<file path="src/rtl/cfgwin_pkg.sv">
package cfgwin_pkg;

   typedef enum logic [2:0] {
      K_RW,
      K_W1C,
      K_ID,
      K_STRAP_M,
      K_STRAP_F,
      K_BASE
   } kind_e;

   // byte offset -> storage kind
   function automatic kind_e kind_of(input int off);
      case (off)
         4:       return K_W1C;
         16:      return K_STRAP_M;
         30, 31:  return K_STRAP_F;
         60, 61:  return K_ID;
         62, 63:  return K_BASE;
         default: return K_RW;
      endcase
   endfunction

   // byte offset -> reset value
   function automatic logic [7:0] rst_of(input int off);
      case (off)
         18:      return 8'h2F;
         24:      return 8'h05;
         26:      return 8'h04;
         27:      return 8'hE1;
         52:      return 8'h01;
         default: return 8'h00;
      endcase
   endfunction

endpackage

</file>
<file path="src/rtl/cfgwin_ptr.sv">
module cfgwin_ptr #(
   parameter int          AW       = 16,
   parameter int          DB       = 4,
   parameter int unsigned PTR_ADDR = 32'h02EA
) (
   input  logic            clk,
   input  logic            rst_n,
   input  logic [AW-1:0]   addr,
   input  logic [8*DB-1:0] wdata,
   input  logic [DB-1:0]   be,
   input  logic            wr,
   output logic [AW-1:0]   base,
   output logic            locked
);
   localparam int            LSB_W = $clog2(DB);
   localparam int            LANE  = PTR_ADDR % DB;
   localparam logic [AW-1:0] PTR_V = AW'(PTR_ADDR);

   if (DB < 2 || (PTR_ADDR % 2) != 0 || AW != 16) begin : g_bad_cfg
      $error("cfgwin_ptr: pointer must be a 16-bit halfword inside one bus word");
   end

   logic hit;
   wire  unused_lsb = &{1'b0, addr[LSB_W-1:0]};

   assign hit = wr && !locked
             && (addr[AW-1:LSB_W] == PTR_V[AW-1:LSB_W])
             && (be[LANE] || be[LANE+1]);

   always_ff @(posedge clk) begin
      if (!rst_n) begin
         locked <= 1'b0;
         base   <= '0;
      end else if (hit) begin
         locked <= 1'b1;
         base   <= wdata[8*LANE +: 16];
      end
   end

   AST_LOCK_STICKY: assert property (@(posedge clk) disable iff (!rst_n)
      locked |=> locked);
   AST_BASE_FROZEN: assert property (@(posedge clk) disable iff (!rst_n)
      locked |=> $stable(base));

endmodule

</file>
<file path="src/rtl/cfgwin_cell.sv">
module cfgwin_cell
   import cfgwin_pkg::*;
#(
   parameter kind_e      KIND = K_RW,
   parameter logic [7:0] RST  = 8'h00
) (
   input  logic       clk,
   input  logic       rst_n,
   input  logic       we,
   input  logic [7:0] wd,
   input  logic [7:0] set,
   output logic [7:0] q
);
   if (KIND != K_RW && KIND != K_W1C) begin : g_bad_kind
      $error("cfgwin_cell: only stored kinds may be instantiated");
   end

   if (KIND == K_W1C) begin : g_w1c
      always_ff @(posedge clk) begin
         if (!rst_n) q <= RST;
         else        q <= (q & ~(we ? wd : 8'h00)) | set;
      end

      AST_SET_WINS: assert property (@(posedge clk) disable iff (!rst_n)
         (|set) |=> ((q & $past(set)) == $past(set)));
      AST_CLR_NEEDS_ONE: assert property (@(posedge clk) disable iff (!rst_n)
         ((($past(q) & ~q) & ~$past(we ? wd : 8'h00)) == 8'h00));
   end else begin : g_rw
      always_ff @(posedge clk) begin
         if (!rst_n)  q <= RST;
         else if (we) q <= wd;
         else         q <= q | set;
      end
   end

endmodule

</file>
<file path="src/rtl/cfg_window.sv">
module cfg_window
   import cfgwin_pkg::*;
#(
   parameter int          AW        = 16,
   parameter int          DB        = 4,
   parameter int          WIN_BYTES = 64,
   parameter int unsigned PTR_ADDR  = 32'h02EA
) (
   input  logic                   clk,
   input  logic                   rst_n,
   input  logic [AW-1:0]          io_addr,
   input  logic [8*DB-1:0]        io_wdata,
   input  logic [DB-1:0]          io_be,
   input  logic                   io_wr,
   input  logic                   io_rd,
   output logic [8*DB-1:0]        io_rdata,
   input  logic [7:0]             sts_set,
   input  logic [15:0]            id_in,
   input  logic [7:0]             strap_mult,
   input  logic [15:0]            strap_freq,
   output logic [8*WIN_BYTES-1:0] regs_o
);
   localparam int LSB_W = $clog2(DB);
   localparam int OFF_W = $clog2(WIN_BYTES);

   if (WIN_BYTES != 64) begin : g_bad_win
      $error("cfg_window: register map is defined for a 64-byte window");
   end
   if ((DB & (DB - 1)) != 0 || DB > WIN_BYTES) begin : g_bad_db
      $error("cfg_window: bus width must be a power of two bytes");
   end

   logic [AW-1:0]          base;
   logic                   locked;
   logic                   win_hit;
   logic [OFF_W-LSB_W-1:0] word_idx;
   logic [7:0]             byte_q [WIN_BYTES];
   logic [8*DB-1:0]        rd_word;
   wire                    unused_lsb = &{1'b0, io_addr[LSB_W-1:0]};

   cfgwin_ptr #(.AW(AW), .DB(DB), .PTR_ADDR(PTR_ADDR)) u_ptr (
      .clk(clk), .rst_n(rst_n), .addr(io_addr), .wdata(io_wdata),
      .be(io_be), .wr(io_wr), .base(base), .locked(locked)
   );

   assign win_hit  = locked && (io_addr[AW-1:OFF_W] == base[AW-1:OFF_W]);
   assign word_idx = io_addr[OFF_W-1:LSB_W];

   for (genvar b = 0; b < WIN_BYTES; b++) begin : g_byte
      localparam kind_e K = kind_of(b);
      if (K == K_RW || K == K_W1C) begin : g_store
         logic we;
         assign we = io_wr && win_hit && (int'(word_idx) == b / DB) && io_be[b % DB];
         cfgwin_cell #(.KIND(K), .RST(rst_of(b))) u_cell (
            .clk(clk), .rst_n(rst_n), .we(we), .wd(io_wdata[8*(b%DB) +: 8]),
            .set((K == K_W1C) ? sts_set : 8'h00), .q(byte_q[b])
         );
      end else if (K == K_ID) begin : g_id
         assign byte_q[b] = id_in[8*(b-60) +: 8];
      end else if (K == K_STRAP_M) begin : g_sm
         assign byte_q[b] = strap_mult;
      end else if (K == K_STRAP_F) begin : g_sf
         assign byte_q[b] = strap_freq[8*(b-30) +: 8];
      end else begin : g_base
         assign byte_q[b] = base[8*(b-62) +: 8];
      end
      assign regs_o[8*b +: 8] = byte_q[b];
   end

   always_comb begin
      for (int l = 0; l < DB; l++) begin
         rd_word[8*l +: 8] = byte_q[{word_idx, LSB_W'(l)}];
      end
   end

   always_ff @(posedge clk) begin
      if (!rst_n)     io_rdata <= '1;
      else if (io_rd) io_rdata <= win_hit ? rd_word : '1;
   end

   AST_DARK_READS: assert property (@(posedge clk) disable iff (!rst_n)
      (io_rd && !locked) |=> (&io_rdata));
   AST_MISS_READS: assert property (@(posedge clk) disable iff (!rst_n)
      (io_rd && !win_hit) |=> (&io_rdata));

endmodule

</file>
<file path="config.mk">
export PLATFORM = sky130hd
export DESIGN_NAME = cfg_window
export DESIGN_NICKNAME = d
export VERILOG_FILES = /design/src/rtl/cfgwin_pkg.sv /design/src/rtl/cfgwin_ptr.sv /design/src/rtl/cfgwin_cell.sv /design/src/rtl/cfg_window.sv
export SDC_FILE = /design/constraint.sdc
export NUM_CORES = 1
export LEC_CHECK = 0
export ABC_AREA = 1
export BUFFER_PORTS_ARGS = -buffer_cell sky130_fd_sc_hd__buf_2
export CAP_MARGIN = 10
export CORE_MARGIN = 5
export CORE_UTILIZATION = 45
export CTS_CLUSTER_SIZE = 12
export DETAILED_ROUTE_END_ITERATION = 10
export GPL_TIMING_DRIVEN = 0
export PLACE_DENSITY = 0.81
export SYNTH_ARGS = -nofsm -noshare
export SYNTH_HDL_FRONTEND = slang
export SYNTH_HIERARCHICAL = 1
export SYNTH_SLANG_ARGS = --single-unit
</file>
<file path="constraint.sdc">
create_clock -name clk -period 1.9 [get_ports clk]
set_input_delay 0.19 -clock clk [delete_from_list [all_inputs] [get_ports clk]]
set_output_delay 0.19 -clock clk [all_outputs]
set_load 0.02 [all_outputs]
</file>
# Word level (Yosys, flattened, before mapping)
# Index checks and enable logic that the tools add are counted.
dict set report totals {
  regBits 505
  output_inout_bits 544
  word_cells 181
}
dict set report op_classes {
  reduce_logical 80
  eq_ne 16
  order_cmp 4
  bitwise 7
  muxes 14
}
# operator n
set ops {}
lappend ops {{$bmux 8 s6} 4}
lappend ops {{$logic_and 1x1->1} 77}
lappend ops {{$mux 8} 9}
lappend ops {{$eq 4x4->1 const B} 8}
lappend ops {{$mux 32} 1}
lappend ops {{$ge 7x7->1 const B} 4}
lappend ops {{$not 6->7} 4}
lappend ops {{$eq 4x3->1 const B} 4}
lappend ops {{$eq 14x8->1 const B} 1}
lappend ops {{$eq 10x10->1} 1}
lappend ops {{$and 8x8->8} 1}
lappend ops {{$eq 4x2->1 const B} 2}
lappend ops {{$not 8->8} 1}
lappend ops {{$or 8x8->8} 1}
lappend ops {{$logic_not 4->1} 1}
lappend ops {{$logic_not 1->1} 1}
lappend ops {{$logic_or 1x1->1} 1}

# Longest topological paths before layout
dict set report depth {
  depth_word 9
  ltp_mapped 14
  ltp_nobuf 12
}

# By module
# The synthesis kept the hierarchy.
# module area_each_um2 seq_area_each_um2 n_inst cells_per_inst
set modules_own_cells {}
lappend modules_own_cells {{cfgwin_cell (g_byte[0].g_store.u_cell ...)} 391.6 160.2 51 69}
lappend modules_own_cells {cfg_window 7881.3 640.6 1 1766}
lappend modules_own_cells {cfgwin_ptr 1006.0 340.3 1 161}
lappend modules_own_cells {{cfgwin_cell (g_byte[26].g_store.u_cell ...)} 399.1 160.2 2 65}
lappend modules_own_cells {{cfgwin_cell (g_byte[27].g_store.u_cell)} 376.6 160.2 1 51}
lappend modules_own_cells {{cfgwin_cell (g_byte[24].g_store.u_cell)} 371.6 160.2 1 61}
lappend modules_own_cells {{cfgwin_cell (g_byte[18].g_store.u_cell)} 350.3 160.2 1 48}
lappend modules_own_cells {{cfgwin_cell (g_byte[4].g_store.u_cell)} 305.3 160.2 1 42}

# Least setup slack after synthesis
# Ideal clock, no wire load.
dict set report synth_path {
  kind {reg-to-reg}
  startpoint {register u_ptr.base[9]}
  endpoint {register g_byte[26].g_store.u_cell.q[0]}
  path_slack_ps -59
  n_path_buf 2
  synth_period_minus_slack_ps 1959
  stages_incl_launch_ff 14
  setup_ps 112
  t_required_ps 1788
  t_arrival_ps 1847
  cell_sequence {dfxtp_1 -> inv_1 -> nand2_1 -> nand2_1 -> nor2_1 -> nand2_1 -> nor2_4 -> nand4_1 -> buf_2 -> nor3_1 -> buf_6 -> nand2_1 -> nand2_1 -> nor2_1}
}
dict set report synth_via {
  elab_chain_cells 5
}
# element line_no
set synth_lines {}
lappend synth_lines {{from (decl)} cfgwin_ptr.sv:12} ;# output logic [AW-1:0] base,
lappend synth_lines {{from (signal assigned)} cfgwin_ptr.sv:36} ;# base <= wdata[8*LANE +: 16];
lappend synth_lines {{$eq 10x10->1} cfg_window.sv:46} ;# assign win_hit = locked && (io_addr[AW-1:OFF_W] == base[AW-1:OFF_W]);
lappend synth_lines {{$logic_and 1x1->1} cfg_window.sv:46}
lappend synth_lines {{$logic_and 1x1->1 (3 in series)} cfg_window.sv:53} ;# assign we = io_wr && win_hit && (int'(word_idx) == b / DB) && io_be[b % DB];
lappend synth_lines {{named net g_byte[26].g_store.we} cfg_window.sv:52} ;# logic we;
lappend synth_lines {{to (signal assigned)} cfgwin_cell.sv:31} ;# else if (we) q <= wd;
lappend synth_lines {{to (signal assigned)} cfgwin_cell.sv:32} ;# else q <= q | set;
lappend synth_lines {{to (decl)} cfgwin_cell.sv:12} ;# output logic [7:0] q
# The timed path passes the listed nets, and every way through them passes these cells.
# A chain may end at the register's enable or synchronous reset.

# Worst setup path after layout
dict set report layout_path {
  startpoint {register u_ptr.base[11]}
  endpoint {register g_byte[57].g_store.u_cell.q[7]}
}
dict set report layout_via {
  elab_chain_cells 5
}
# element line_no
set layout_lines {}
lappend layout_lines {{$eq 10x10->1} cfg_window.sv:46}
lappend layout_lines {{$logic_and 1x1->1} cfg_window.sv:46}
lappend layout_lines {{$logic_and 1x1->1 (3 in series)} cfg_window.sv:53}
lappend layout_lines {{named net g_byte[57].g_store.we} cfg_window.sv:52}
lappend layout_lines {{to (signal assigned)} cfgwin_cell.sv:31}
lappend layout_lines {{to (signal assigned)} cfgwin_cell.sv:32}
lappend layout_lines {{to (decl)} cfgwin_cell.sv:12}
# The timed path passes the listed nets, and every way through them passes these cells.

==> impl_metrics.env <==
export IMPL_status="finished, violations left"
export IMPL_failed_checks="negative setup slack"
export IMPL_finalCriticalPeriod_ns=2.28
export IMPL_die_h_um=273
export IMPL_regToRegStartpoint="u_ptr/base[11]$_SDFFE_PN0P_"
export IMPL_swShare_pct=33.7
export IMPL_hold_viol=0
export IMPL_h_tree_depth=2
export IMPL_hp_class="input port to flip-flop"
export IMPL_critical_path_startpoint_type="flip-flop"
export IMPL_ys_warn_count=6
export IMPL_netlist_area_um2=31100
export IMPL_fin_ws_ns=-0.384
export IMPL_critPathMaxFanout=5
export IMPL_initial_core_util_pct=45.3
export IMPL_ir_drop_v=0.000649
export IMPL_grt_ovfl_total=0
export IMPL_rr_endpoint="g_byte[57].g_store.u_cell/q[7]$_SDFF_PN0_"
export IMPL_max_cap_viol_count=0
export IMPL_cpMostUsedCell="nand2_1"
export IMPL_synth_area_leaders="dfxtp_1 33%, nand2_1 32%, inv_1 13%, nor2_1 11%, buf_2 2.7%"
export IMPL_vias_per_cell=4.69
export IMPL_dieWidth_um=273
export IMPL_synth_top_cell_by_area="dfxtp_1"
export IMPL_rsz0062_at_grt="yes"
export IMPL_track_usage_pct=35.4
export IMPL_r2r_slack_ns=-0.38
export IMPL_gp_congestion=0.975
export IMPL_fin_worst_skew_ns=0.0174
export IMPL_worstSetupPathType="flip-flop to flip-flop"
export IMPL_finalPower_mw=29.6
export IMPL_slew_headroom_pct=2.25
export IMPL_worstPathCellList="inv_2 -> nand2_1 -> nand2_1 -> nor2_1 -> nand2_1 -> nor2_4 -> buf_6 -> nand4_1 -> buf_6 -> clkbuf_16 -> nor3_4 -> buf_4 -> nand2_1 -> nand2_1 -> nor2_1"
export IMPL_antenna_found_initial=1
export IMPL_ys_types=32
export IMPL_synth_seq_cells=505
export IMPL_cts_tree="done"
export IMPL_grt_pass1_vias=33500
export IMPL_fin_util_pct=59.9
export IMPL_grt_max_degree=39
export IMPL_drt_iter0_drc=3959
export IMPL_drive_gt1_share_pct=18.7
export IMPL_final_max_slew_viol_count=0
export IMPL_setup_violations=456
export IMPL_crit_start="u_ptr/base[11]$_SDFFE_PN0P_"
export IMPL_port_buffers=644
export IMPL_path_clk_slew_ns=0.06
export IMPL_insertion_delay_ns=0.63
export IMPL_wl_um=141000
export IMPL_vias=37500
export IMPL_p_int_mw=19.6
export IMPL_r2r_worst_path_cells=15
export IMPL_grt_use_met3_pct=8.66
export IMPL_dp_hpwl_um=102000
export IMPL_post_route_period_util_pct=120
export IMPL_final_common_cell="nand2_1"
export IMPL_seq_area_frac_synth_pct=32.5
export IMPL_power_frac_clock_pct=38.3
export IMPL_final_cell_mix="2535 x nand2_1, 1081 x inv_1, 915 x nor2_1"
export IMPL_syn_inst=5778
export IMPL_design_core_area_um2=68600
export IMPL_wl_per_cell_um=17.7
export IMPL_arrival_ns=2.80
export IMPL_grt_pass1_wl_um=201000
export IMPL_met1_usage_pct=42.6
export IMPL_required_ns=2.42
export IMPL_leakagePower_nw=24.1
export IMPL_cp_end_kind="flip-flop"
export IMPL_cts_sinks=505
export IMPL_use_met2_pct=58.4
export IMPL_postSynthAreaPerCell_um2=5.38
export IMPL_ant_nets=0
export IMPL_drt_first_pass_iters=6
export IMPL_tns_ns=-116.30
export IMPL_slowest_stage="dfxtp_4"
export IMPL_dieArea_um2=74400
export IMPL_combPwrFrac_pct=21.0
export IMPL_max_slew_worst_pin_slew_ns=1.47
export IMPL_drc_errors=0
export IMPL_switchingPower_mw=9.95
export IMPL_ios=648
export IMPL_fmax_mhz=438
export IMPL_clockBufferDepth=3
export IMPL_nNetsFinal=7110
export IMPL_area_growth_pct=32.3
export IMPL_seqPwrFrac_pct=40.6
export IMPL_cts_buffers=58
export IMPL_yosysTopAreaCellShare_pct=32.5
export IMPL_slowest_delay_ns=0.37
export IMPL_cts_root_buf="clkbuf_16"
export IMPL_rows=96
export IMPL_critical_path_endpoint="g_byte[57].g_store.u_cell/q[7]$_SDFF_PN0_"
export IMPL_grt_busiest_layer="met2"
export IMPL_p_per_area_nw_per_um2=719
[final cells by class]
| class | instances | area [um^2] |
|---|---|---|
| plain buffers | 282 | 1940 |
| clock inverters | 15 | 106 |
| repair buffers | 721 | 4080 |
| inverters | 1125 | 4260 |
| flip-flops and latches | 505 | 10100 |
| fillers | 6580 | 27500 |
| multi-input cells | 4313 | 17600 |
| clock buffers | 86 | 1760 |
| well taps | 931 | 1160 |
| diodes | 1 | 2.50 |
[cells by family (layout without fill, tap and decap cells)]
family / count (synthesis) / count (layout) / synth area share [%]
simple gates: 3795 / 3795 / 47.5
buf+inv: 1407 / 2229 / 18.8
flops: 505 / 505 / 32.5
compound gates: 67 / 67 / 1.10
xor+xnor: 3 / 3 / 0.0846
other cells: 1 / 449 / 0.0121
[through the flow]
step | setup WS [ns] | area [um^2] | hold WS (ns) | instances
2_1_floorplan | -0.00357 | 32800 | 0.306 | 6225
3_3_place_gp | -1.39 | 37100 | 0.429 | 7800
3_5_place_dp | -1.23 | 37200 | 0.443 | 7801
4_1_cts | -0.289 | 40300 | 0.0370 | 7953
5_1_grt | -0.482 | 41100 | 0.0972 | 7978
6_report | -0.384 | 41100 | 0.0593 | 7979
[sequential cells by signal, indices dropped and copies added (netlist names)]
register                 flops
g_byte.g_store.u_cell/q    456
io_rdata                    32
u_ptr/base                  16
u_ptr/locked                 1
[power groups by stage]
stage,registers (mW),logic [mW],clock network (mW)
floorplan,12.9,2.78,0
global route,12.1,6.75,11.8
CTS,12.0,6.02,11.4
global placement,12.2,5.84,0
finish,12.0,6.21,11.3
detailed placement,12.2,5.92,0
[worst min-delay path by stage]
stage                       from                                        end  slack (ns)  depth (start not counted)
finish                io_addr[7]                u_ptr/base[12]$_SDFFE_PN0P_        0.06                          6
global route        io_wdata[13]  g_byte[25].g_store.u_cell/q[5]$_SDFF_PN0_         0.1                          5
floorplan           io_wdata[18]  g_byte[26].g_store.u_cell/q[2]$_SDFF_PN1_        0.31                          2
global placement      sts_set[6]   g_byte[4].g_store.u_cell/q[6]$_SDFF_PN0_        0.43                          3
CTS                   io_addr[7]                u_ptr/base[12]$_SDFFE_PN0P_        0.04                          6
detailed placement    sts_set[0]   g_byte[4].g_store.u_cell/q[0]$_SDFF_PN0_        0.44                          3
[cells in the mapped netlist, drive strengths merged]
cell	count
a21boi	3
a21oi	51
and2	1
buf	243
clkbuf	39
conb	1
dfxtp	505
inv	1125
nand2	2680
nand3	98
nand4	21
nor2	937
nor3	58
o21ai	13
xnor2	2
xor2	1
[critical path: cells and delay by family (launching register included)]
kind	cells	cell delay, ns
DFF	1	0.37
buffers and inverters	5	0.75
and+or+nand+nor	10	1.04
[what timing repair did]
| action | in CTS | in global routing |
|---|---|---|
| resized for setup | 252 | 218 |
| setup endpoints to repair | 456 | 462 |
| setup buffers | 21 | 13 |
| hold buffers | 11 | 0 |
| cloned | 19 | 12 |
| pin swaps | 118 | 95 |
| endpoints found under the hold margin | 14 | 0 |
[layer usage]
layer  routed length, um  vias to the layer above
li1                    -                    18400
met1               52400                    16600
met2               64200                     2045
met3               15700                      466
met4                8910                        0
met5                   0                        -
Note: power is estimated with default switching activity, not from simulation.
